## src/rtl/uart_tx_pkg.sv

```systemverilog
package uart_tx_pkg;
  localparam int unsigned DATA_W = 8;

  typedef enum logic [2:0] {
    S_IDLE, S_START, S_DATA, S_PAR, S_STOP, S_BREAK
  } tx_state_e;

  typedef struct packed {
    logic [1:0] wlen;
    logic       par_en;
    logic       even;
    logic       stick;
    logic       two_stop;
  } frame_cfg_t;

  function automatic logic calc_parity(logic [DATA_W-1:0] d, frame_cfg_t c);
    logic [DATA_W-1:0] m;
    m = d & (8'hFF >> (2'd3 - c.wlen));
    if (c.stick) return ~c.even;
    return c.even ? ^m : ~^m;
  endfunction
endpackage

```

## src/rtl/uart_baud_gen.sv

```systemverilog
module uart_baud_gen #(
  parameter int unsigned INT_W  = 16,
  parameter int unsigned FRAC_W = 6
) (
  input  logic              clk_i,
  input  logic              rst_ni,
  input  logic              run_i,
  input  logic [INT_W-1:0]  div_int_i,
  input  logic [FRAC_W-1:0] div_frac_i,
  output logic              tick_o,
  output logic              valid_o
);
  logic [INT_W-1:0]  cur_int, cnt, lim;
  logic [FRAC_W-1:0] cur_frac, acc;
  logic [FRAC_W:0]   sum;
  logic              last;

  assign sum     = {1'b0, acc} + {1'b0, cur_frac};
  // carry of the accumulator stretches this tick period by one cycle
  assign lim     = cur_int - INT_W'(1) + INT_W'(sum[FRAC_W]);
  assign last    = (cnt == lim);
  assign tick_o  = run_i && last;
  assign valid_o = (div_int_i != '0) && !((&div_int_i) && (div_frac_i != '0));

  always_ff @(posedge clk_i or negedge rst_ni) begin
    if (!rst_ni) begin
      cur_int  <= '0;
      cur_frac <= '0;
      cnt      <= '0;
      acc      <= '0;
    end else if (!run_i) begin
      cur_int  <= div_int_i;
      cur_frac <= div_frac_i;
      cnt      <= '0;
      acc      <= '0;
    end else if (last) begin
      cnt <= '0;
      acc <= sum[FRAC_W-1:0];
    end else begin
      cnt <= cnt + 1'b1;
    end
  end

  AST_DIV_HELD: assert property (@(posedge clk_i) disable iff (!rst_ni)
    (run_i && $past(run_i)) |-> ($stable(cur_int) && $stable(cur_frac)));
endmodule

```

## src/rtl/uart_tx_fifo.sv

```systemverilog
module uart_tx_fifo #(
  parameter int unsigned DW    = 8,
  parameter int unsigned DEPTH = 4
) (
  input  logic          clk_i,
  input  logic          rst_ni,
  input  logic          push_i,
  input  logic [DW-1:0] data_i,
  input  logic          pop_i,
  output logic [DW-1:0] data_o,
  output logic          empty_o,
  output logic          full_o
);
  localparam int unsigned AW = (DEPTH > 1) ? $clog2(DEPTH) : 1;
  localparam int unsigned CW = AW + 1;

  logic [DW-1:0] mem [DEPTH];
  logic [AW-1:0] wptr, rptr;
  logic [CW-1:0] count;
  logic          do_push, do_pop;

  assign empty_o = (count == '0);
  assign full_o  = (count == CW'(DEPTH));
  assign do_push = push_i && !full_o;
  assign do_pop  = pop_i && !empty_o;
  assign data_o  = mem[rptr];

  always_ff @(posedge clk_i or negedge rst_ni) begin
    if (!rst_ni) begin
      wptr  <= '0;
      rptr  <= '0;
      count <= '0;
    end else begin
      if (do_push) wptr <= (wptr == AW'(DEPTH - 1)) ? '0 : wptr + 1'b1;
      if (do_pop)  rptr <= (rptr == AW'(DEPTH - 1)) ? '0 : rptr + 1'b1;
      count <= count + CW'(do_push) - CW'(do_pop);
    end
  end

  always_ff @(posedge clk_i) begin
    if (do_push) mem[wptr] <= data_i;
  end

  AST_NO_OVERFLOW: assert property (@(posedge clk_i) disable iff (!rst_ni)
    count <= CW'(DEPTH));
  AST_POP_NONEMPTY: assert property (@(posedge clk_i) disable iff (!rst_ni)
    pop_i |-> !empty_o);
endmodule

```

## src/rtl/uart_tx_shift.sv

```systemverilog
module uart_tx_shift
  import uart_tx_pkg::*;
(
  input  logic              clk_i,
  input  logic              rst_ni,
  input  logic              tick_i,
  input  logic              start_ok_i,
  input  logic              empty_i,
  input  logic [DATA_W-1:0] data_i,
  input  frame_cfg_t        cfg_i,
  input  logic              brk_i,
  output logic              pop_o,
  output logic              run_o,
  output logic              txd_o
);
  tx_state_e         state;
  logic [DATA_W-1:0] shreg;
  logic [3:0]        sub;
  logic [2:0]        bit_idx;
  logic              stop2, par_q;
  frame_cfg_t        cfg_q;

  assign pop_o = (state == S_IDLE) && !brk_i && !empty_i && start_ok_i;
  assign run_o = (state != S_IDLE) && (state != S_BREAK);

  always_comb begin
    unique case (state)
      S_START, S_BREAK: txd_o = 1'b0;
      S_DATA:           txd_o = shreg[0];
      S_PAR:            txd_o = par_q;
      default:          txd_o = 1'b1;
    endcase
  end

  always_ff @(posedge clk_i or negedge rst_ni) begin
    if (!rst_ni) begin
      state   <= S_IDLE;
      shreg   <= '0;
      sub     <= '0;
      bit_idx <= '0;
      stop2   <= 1'b0;
      par_q   <= 1'b0;
      cfg_q   <= '0;
    end else begin
      case (state)
        S_IDLE: begin
          if (brk_i) state <= S_BREAK;
          else if (pop_o) begin
            shreg <= data_i;
            cfg_q <= cfg_i;
            par_q <= calc_parity(data_i, cfg_i);
            sub   <= '0;
            state <= S_START;
          end
        end
        S_BREAK: if (!brk_i) state <= S_IDLE;
        default: if (tick_i) begin
          sub <= sub + 1'b1;
          if (&sub) begin
            case (state)
              S_START: begin
                state   <= S_DATA;
                bit_idx <= '0;
              end
              S_DATA: begin
                shreg <= {1'b0, shreg[DATA_W-1:1]};
                // last data index is word length code + 4
                if (bit_idx == {1'b1, cfg_q.wlen}) begin
                  state <= cfg_q.par_en ? S_PAR : S_STOP;
                  stop2 <= 1'b0;
                end else begin
                  bit_idx <= bit_idx + 1'b1;
                end
              end
              S_PAR: begin
                state <= S_STOP;
                stop2 <= 1'b0;
              end
              default: begin
                if (cfg_q.two_stop && !stop2) stop2 <= 1'b1;
                else state <= S_IDLE;
              end
            endcase
          end
        end
      endcase
    end
  end

  AST_BIT_HOLD: assert property (@(posedge clk_i) disable iff (!rst_ni)
    (run_o && $past(run_o) && !$past(tick_i)) |-> $stable(txd_o));
  AST_BREAK_ENTRY: assert property (@(posedge clk_i) disable iff (!rst_ni)
    (state == S_BREAK && $past(state) != S_BREAK) |-> ($past(state) == S_IDLE && $past(brk_i)));
endmodule

```

## src/rtl/uart_tx_core.sv

```systemverilog
module uart_tx_core
  import uart_tx_pkg::*;
#(
  parameter int unsigned DEPTH  = 4,
  parameter int unsigned INT_W  = 16,
  parameter int unsigned FRAC_W = 6
) (
  input  logic              clk_i,
  input  logic              rst_ni,
  input  logic              push_i,
  input  logic [DATA_W-1:0] push_data_i,
  output logic              full_o,
  input  logic              tx_en_i,
  input  logic [1:0]        word_len_i,
  input  logic              parity_en_i,
  input  logic              even_sel_i,
  input  logic              stick_sel_i,
  input  logic              two_stop_i,
  input  logic              break_i,
  input  logic [INT_W-1:0]  div_int_i,
  input  logic [FRAC_W-1:0] div_frac_i,
  input  logic              cts_flow_en_i,
  input  logic              cts_ni,
  output logic              txd_o,
  output logic              busy_o
);
  logic              q_empty, pop, run, tick, div_ok, start_ok;
  logic [DATA_W-1:0] q_data;
  frame_cfg_t        cfg;

  assign cfg      = '{wlen: word_len_i, par_en: parity_en_i, even: even_sel_i,
                      stick: stick_sel_i, two_stop: two_stop_i};
  assign start_ok = tx_en_i && div_ok && (!cts_flow_en_i || !cts_ni);
  assign busy_o   = !q_empty || run;

  uart_tx_fifo #(.DW(DATA_W), .DEPTH(DEPTH)) u_fifo (
    .clk_i, .rst_ni, .push_i, .data_i(push_data_i), .pop_i(pop),
    .data_o(q_data), .empty_o(q_empty), .full_o
  );

  uart_baud_gen #(.INT_W(INT_W), .FRAC_W(FRAC_W)) u_baud (
    .clk_i, .rst_ni, .run_i(run), .div_int_i, .div_frac_i,
    .tick_o(tick), .valid_o(div_ok)
  );

  uart_tx_shift u_shift (
    .clk_i, .rst_ni, .tick_i(tick), .start_ok_i(start_ok), .empty_i(q_empty),
    .data_i(q_data), .cfg_i(cfg), .brk_i(break_i), .pop_o(pop), .run_o(run), .txd_o
  );

  AST_CTS_GATE: assert property (@(posedge clk_i) disable iff (!rst_ni)
    $rose(run) |-> $past(!cts_flow_en_i || !cts_ni));
  AST_TXEN_GATE: assert property (@(posedge clk_i) disable iff (!rst_ni)
    $rose(run) |-> $past(tx_en_i));
  AST_DIV_LEGAL: assert property (@(posedge clk_i) disable iff (!rst_ni)
    $rose(run) |-> $past(div_ok));
  AST_BUSY_END: assert property (@(posedge clk_i) disable iff (!rst_ni)
    $fell(busy_o) |-> $past(tick));
endmodule

```

## config.mk

```make
export PLATFORM = sky130hd
export DESIGN_NAME = uart_tx_core
export DESIGN_NICKNAME = d
export VERILOG_FILES = /design/src/rtl/uart_tx_pkg.sv /design/src/rtl/uart_baud_gen.sv /design/src/rtl/uart_tx_fifo.sv /design/src/rtl/uart_tx_shift.sv /design/src/rtl/uart_tx_core.sv
export SDC_FILE = /design/constraint.sdc
export NUM_CORES = 1
export LEC_CHECK = 0
export ABC_AREA = 1
export BUFFER_PORTS_ARGS = -buffer_cell sky130_fd_sc_hd__buf_2
export CAP_MARGIN = 40
export CORE_MARGIN = 2
export CORE_UTILIZATION = 29
export CTS_CLUSTER_DIAMETER = 50
export DETAILED_ROUTE_END_ITERATION = 8
export GPL_TIMING_DRIVEN = 0
export PLACE_DENSITY = 0.42
export SYNTH_ARGS = -nofsm -noshare
export SYNTH_HDL_FRONTEND = slang
export SYNTH_SLANG_ARGS = --single-unit
```

## constraint.sdc

```tcl
create_clock -name clk_i -period 4.1 [get_ports clk_i]
set_input_delay 0 -clock clk_i [delete_from_list [all_inputs] [get_ports clk_i]]
set_output_delay 0 -clock clk_i [all_outputs]
set_load 0.05 [all_outputs]
```

==> out/metrics.yaml <==
cts_tree: "yes"
drt_first_iter_violations: 221
die-area_sq_mm: 0.02255
syn2layout_area_growth_pct: 20.40
clk_pin_slew_ns: 0.08
ys_top_cells_by_count: "nand2_1 (268), inv_1 (83), dfrtp_1 (75)"
end_kind: "flip-flop"
clk_latency_ns: 0.36
cp.arrival_ns: 4.04
synthAdderAreaFrac_pct: 4.281
vias: 5287
rows: 53
cts-root-buf: "clkbuf_16"
slew_headroom_pct: 47.69
yosys_most_used_dff: "dfrtp_1"
drc: 0
critPathMaxFanout: 6
r2r_cells: 19
timing.rr.start: "u_baud.cur_frac[0]$_DFFE_PN0N_"
synth-seq-cells: 107
syn-instance-count: 802
holdPathEnd: "u_shift.par_q$_DFFE_PN0P_"
worst_slew_pin_slew_ns: 0.7817
muxShareOfSynthArea_pct: 0
chipHeight_microns: 150.2
r2r_slack_ns: 0.30
drv_slew: 0
worst_slack_ns: 0.3044
p_comb_share_pct: 47.8
gp_congestion: 0.7804
fin_setup_tns_ns: 0
hold_viol_final: 0
cts_made_buffers: 9
utilization_pct: 35.49
p_int_w: 0.002613
start_kind: "flip-flop"
ys.warnings.count: 0
clock_skew_ns: 0.01209
min_period_ns: 3.796
clkPwrFrac_pct: 18.2
synth_compound_area_share_pct: 6.099
postCtsSetupBuffers: 0
syn_avg_cell_area_sq_um: 7.726
antenna_cells: 0
ir_worst_vdd_uv: 272.5
synth_edf_count: 32
p_seq_share_pct: 34.0
setup_viol: 0
grt_pass1_wl_microns: 27510
fill_cells: 2202
htreeDepth: 3
dieWidth_microns: 150.2
synthDistinctLibCells: 39
r2r-end: "u_shift.bit_idx[2]$_DFFE_PN0P_"
grt_max_degree: 41
period_share_pct: 92.57
ant_nets: 0
synth_top_area_share_pct: 30.29
p_leak_nw: 3.544
p_sw_share_pct: 46.60
path_class: "reg -> reg"
synth_top_area_cell: "dfrtp_1"
routed_wl_microns: 16370
grt.total_usage_pct: 15.64
portBuffers: 45
synth_simple_gate_area_share_pct: 33.89
ys_seq_area_share_pct: 45.80
synth_top_family_by_area: "simple AND/OR/NAND/NOR gates"
maxCapViolCount: 0
syn_nets: 865
dp_slack_ns: 0.1867
ys_top_cells_by_area: "dfrtp_1 (30%), nand2_1 (16%), edfxtp_1 (16%), nand3_1 (6.0%), inv_1 (5.0%)"
register_area_sq_mm: 0.002838
rsz0062_at_grt: "no"
power_switching_w: 0.002280
via_per_inst: 4.500
first_pass_iters: 4
multiInputGateArea_sq_mm: 0.002974
overflow: 0
min_path_cells: 5
start_util_pct: 29.47
ios: 46
drive_gt1_share_pct: 11.00
post_drt_wl_per_cell_microns: 13.93
fmaxAchievable_ghz: 0.2635
antenna_found_initial: 0
synthArstFlopShare_pct: 70.09
yosysMostFrequentCell: "nand2_1"
num-nets-final: 958
coreArea_sq_mm: 0.02102
p_per_area_mw_per_mm2: 656.0
status: "finished clean"
dp_hpwl_microns: 12480
hp-class: "in -> reg"
hp-start: "stick_sel_i"
clockBufferDepth: 2
first_global_vias: 5402
synth_xor_area_share_pct: 3.534
synth_area_sq_mm: 0.006196
critPathRequiredTime_ns: 4.35
clock_sinks: 107
stage by stage:
step | power, W | hold slack [ns] | area, sq um | cells
6_report | 0.004894 | 0.04519 | 7460 | 1175
5_1_grt | 0.005413 | 0.07381 | 7460 | 1175
4_1_cts | 0.004969 | 0.04751 | 7447 | 1175
3_5_place_dp | 0.004033 | 0.02390 | 6788 | 1123
3_3_place_gp | 0.004034 | 0.2206 | 6765 | 1122
2_1_floorplan | 0.003367 | -0.2956 | 6196 | 802
what timing repair did:
item | CTS | global route
endpoints found under the hold margin | 98 | 0
setup endpoints to repair | 0 | 26
hold buffers | 36 | 0
gates resized for setup | 0 | 3
flip-flops by register name, summed over array words and instances (netlist names):
signal and count:
u_baud.cnt 16, u_fifo.wptr 2, u_fifo.rptr 2, u_shift.bit_idx 3, u_shift.sub 4, u_baud.cur_frac 6
u_shift.shreg 8, u_baud.acc 6, u_fifo.mem 32, u_shift.stop2 1, u_shift.cfg_q 4, u_shift.par_q 1
u_fifo.count 3, u_baud.cur_int 16, u_shift.state 3
metal layers:
| metal | vias up | track usage [%] | wire, microns |
|---|---|---|---|
| met5 | - | 0 | 0 |
| met3 | 14 | 2.273 | 385 |
| met2 | 63 | 27.24 | 7920 |
| met4 | 0 | 5.000 | 248 |
| met1 | 2429 | 19.97 | 7812 |
| li1 | 2781 | - | - |
cells in the final DEF, fill, tap and decap left out, types with 5 or more instances in the layout:
cell / n
ha_1: 17
clkbuf_16: 9
nor2_2: 9
clkinv_1: 5
nor2_1: 71
nor3_1: 9
dlygate4sd3_1: 36
inv_1: 83
nand2_1: 268
nand4_1: 15
clkbuf_1: 6
nand2_2: 7
xnor2_1: 10
a21oi_1: 12
edfxtp_1: 32
nand3_1: 74
dfrtp_1: 75
buf_2: 49
nor4_1: 7
xor2_1: 15
o21ai_0: 48
cell type report:
type | instances | area share [%]
multi-input cells | 594 | 39.87
clock buffers | 9 | 3.019
inverters | 88 | 4.428
repair buffers | 82 | 8.152
clock inverters | 7 | 0.9896
flip-flops and latches | 107 | 38.04
plain buffers | 13 | 0.8890
well taps | 275 | 4.613
critical path: stages (launching register included):
cell,delay (ns)
dfrtp_1,0.41
ha_1,0.21
inv_1,0.07
fa_1,0.19
o21ai_0,0.16
a21o_1,0.19
a21oi_1,0.25
ha_2,0.34
ha_1,0.26
nand2_2,0.13
nor2_2,0.24
nand2_1,0.09
nand3_1,0.08
nand2_1,0.11
nor2_1,0.12
nand3_1,0.16
nor2_2,0.30
nand4_1,0.22
nand2_1,0.10
o21ai_1,0.06
cell families (layout without fill, tap and decap cells):
logic type / after synthesis / count (layout)
xor+xnor: 25 / 25
fa+ha+maj: 20 / 20
buf+inv: 101 / 199
compound gates: 71 / 71
simple gates: 478 / 478
flops: 107 / 107
worst max-delay path by stage:
stage,start,to
6_report,u_baud.cur_frac[0]$_DFFE_PN0N_,u_shift.bit_idx[2]$_DFFE_PN0P_
5_1_grt,u_baud.acc[0]$_DFFE_PN0P_,u_shift.shreg[1]$_DFFE_PN0P_
4_1_cts,u_baud.cur_frac[0]$_DFFE_PN0N_,u_shift.shreg[7]$_DFFE_PN0P_
3_5_place_dp,u_baud.acc[3]$_DFFE_PN0P_,u_shift.shreg[4]$_DFFE_PN0P_
3_3_place_gp,u_baud.cur_frac[0]$_DFFE_PN0N_,u_shift.shreg[7]$_DFFE_PN0P_
2_1_floorplan,u_baud.acc[0]$_DFFE_PN0P_,u_shift.shreg[7]$_DFFE_PN0P_
power groups by stage:
stage	clock [W]	combinational, W	sequential, W
2_1_floorplan	0	0.00175	0.00161
4_1_cts	0.000921	0.00238	0.00167
3_5_place_dp	0	0.00234	0.00169
3_3_place_gp	0	0.00233	0.00170
6_report	0.000890	0.00234	0.00167
5_1_grt	0.000970	0.00272	0.00172
Note: power is estimated with default switching activity, not from simulation.
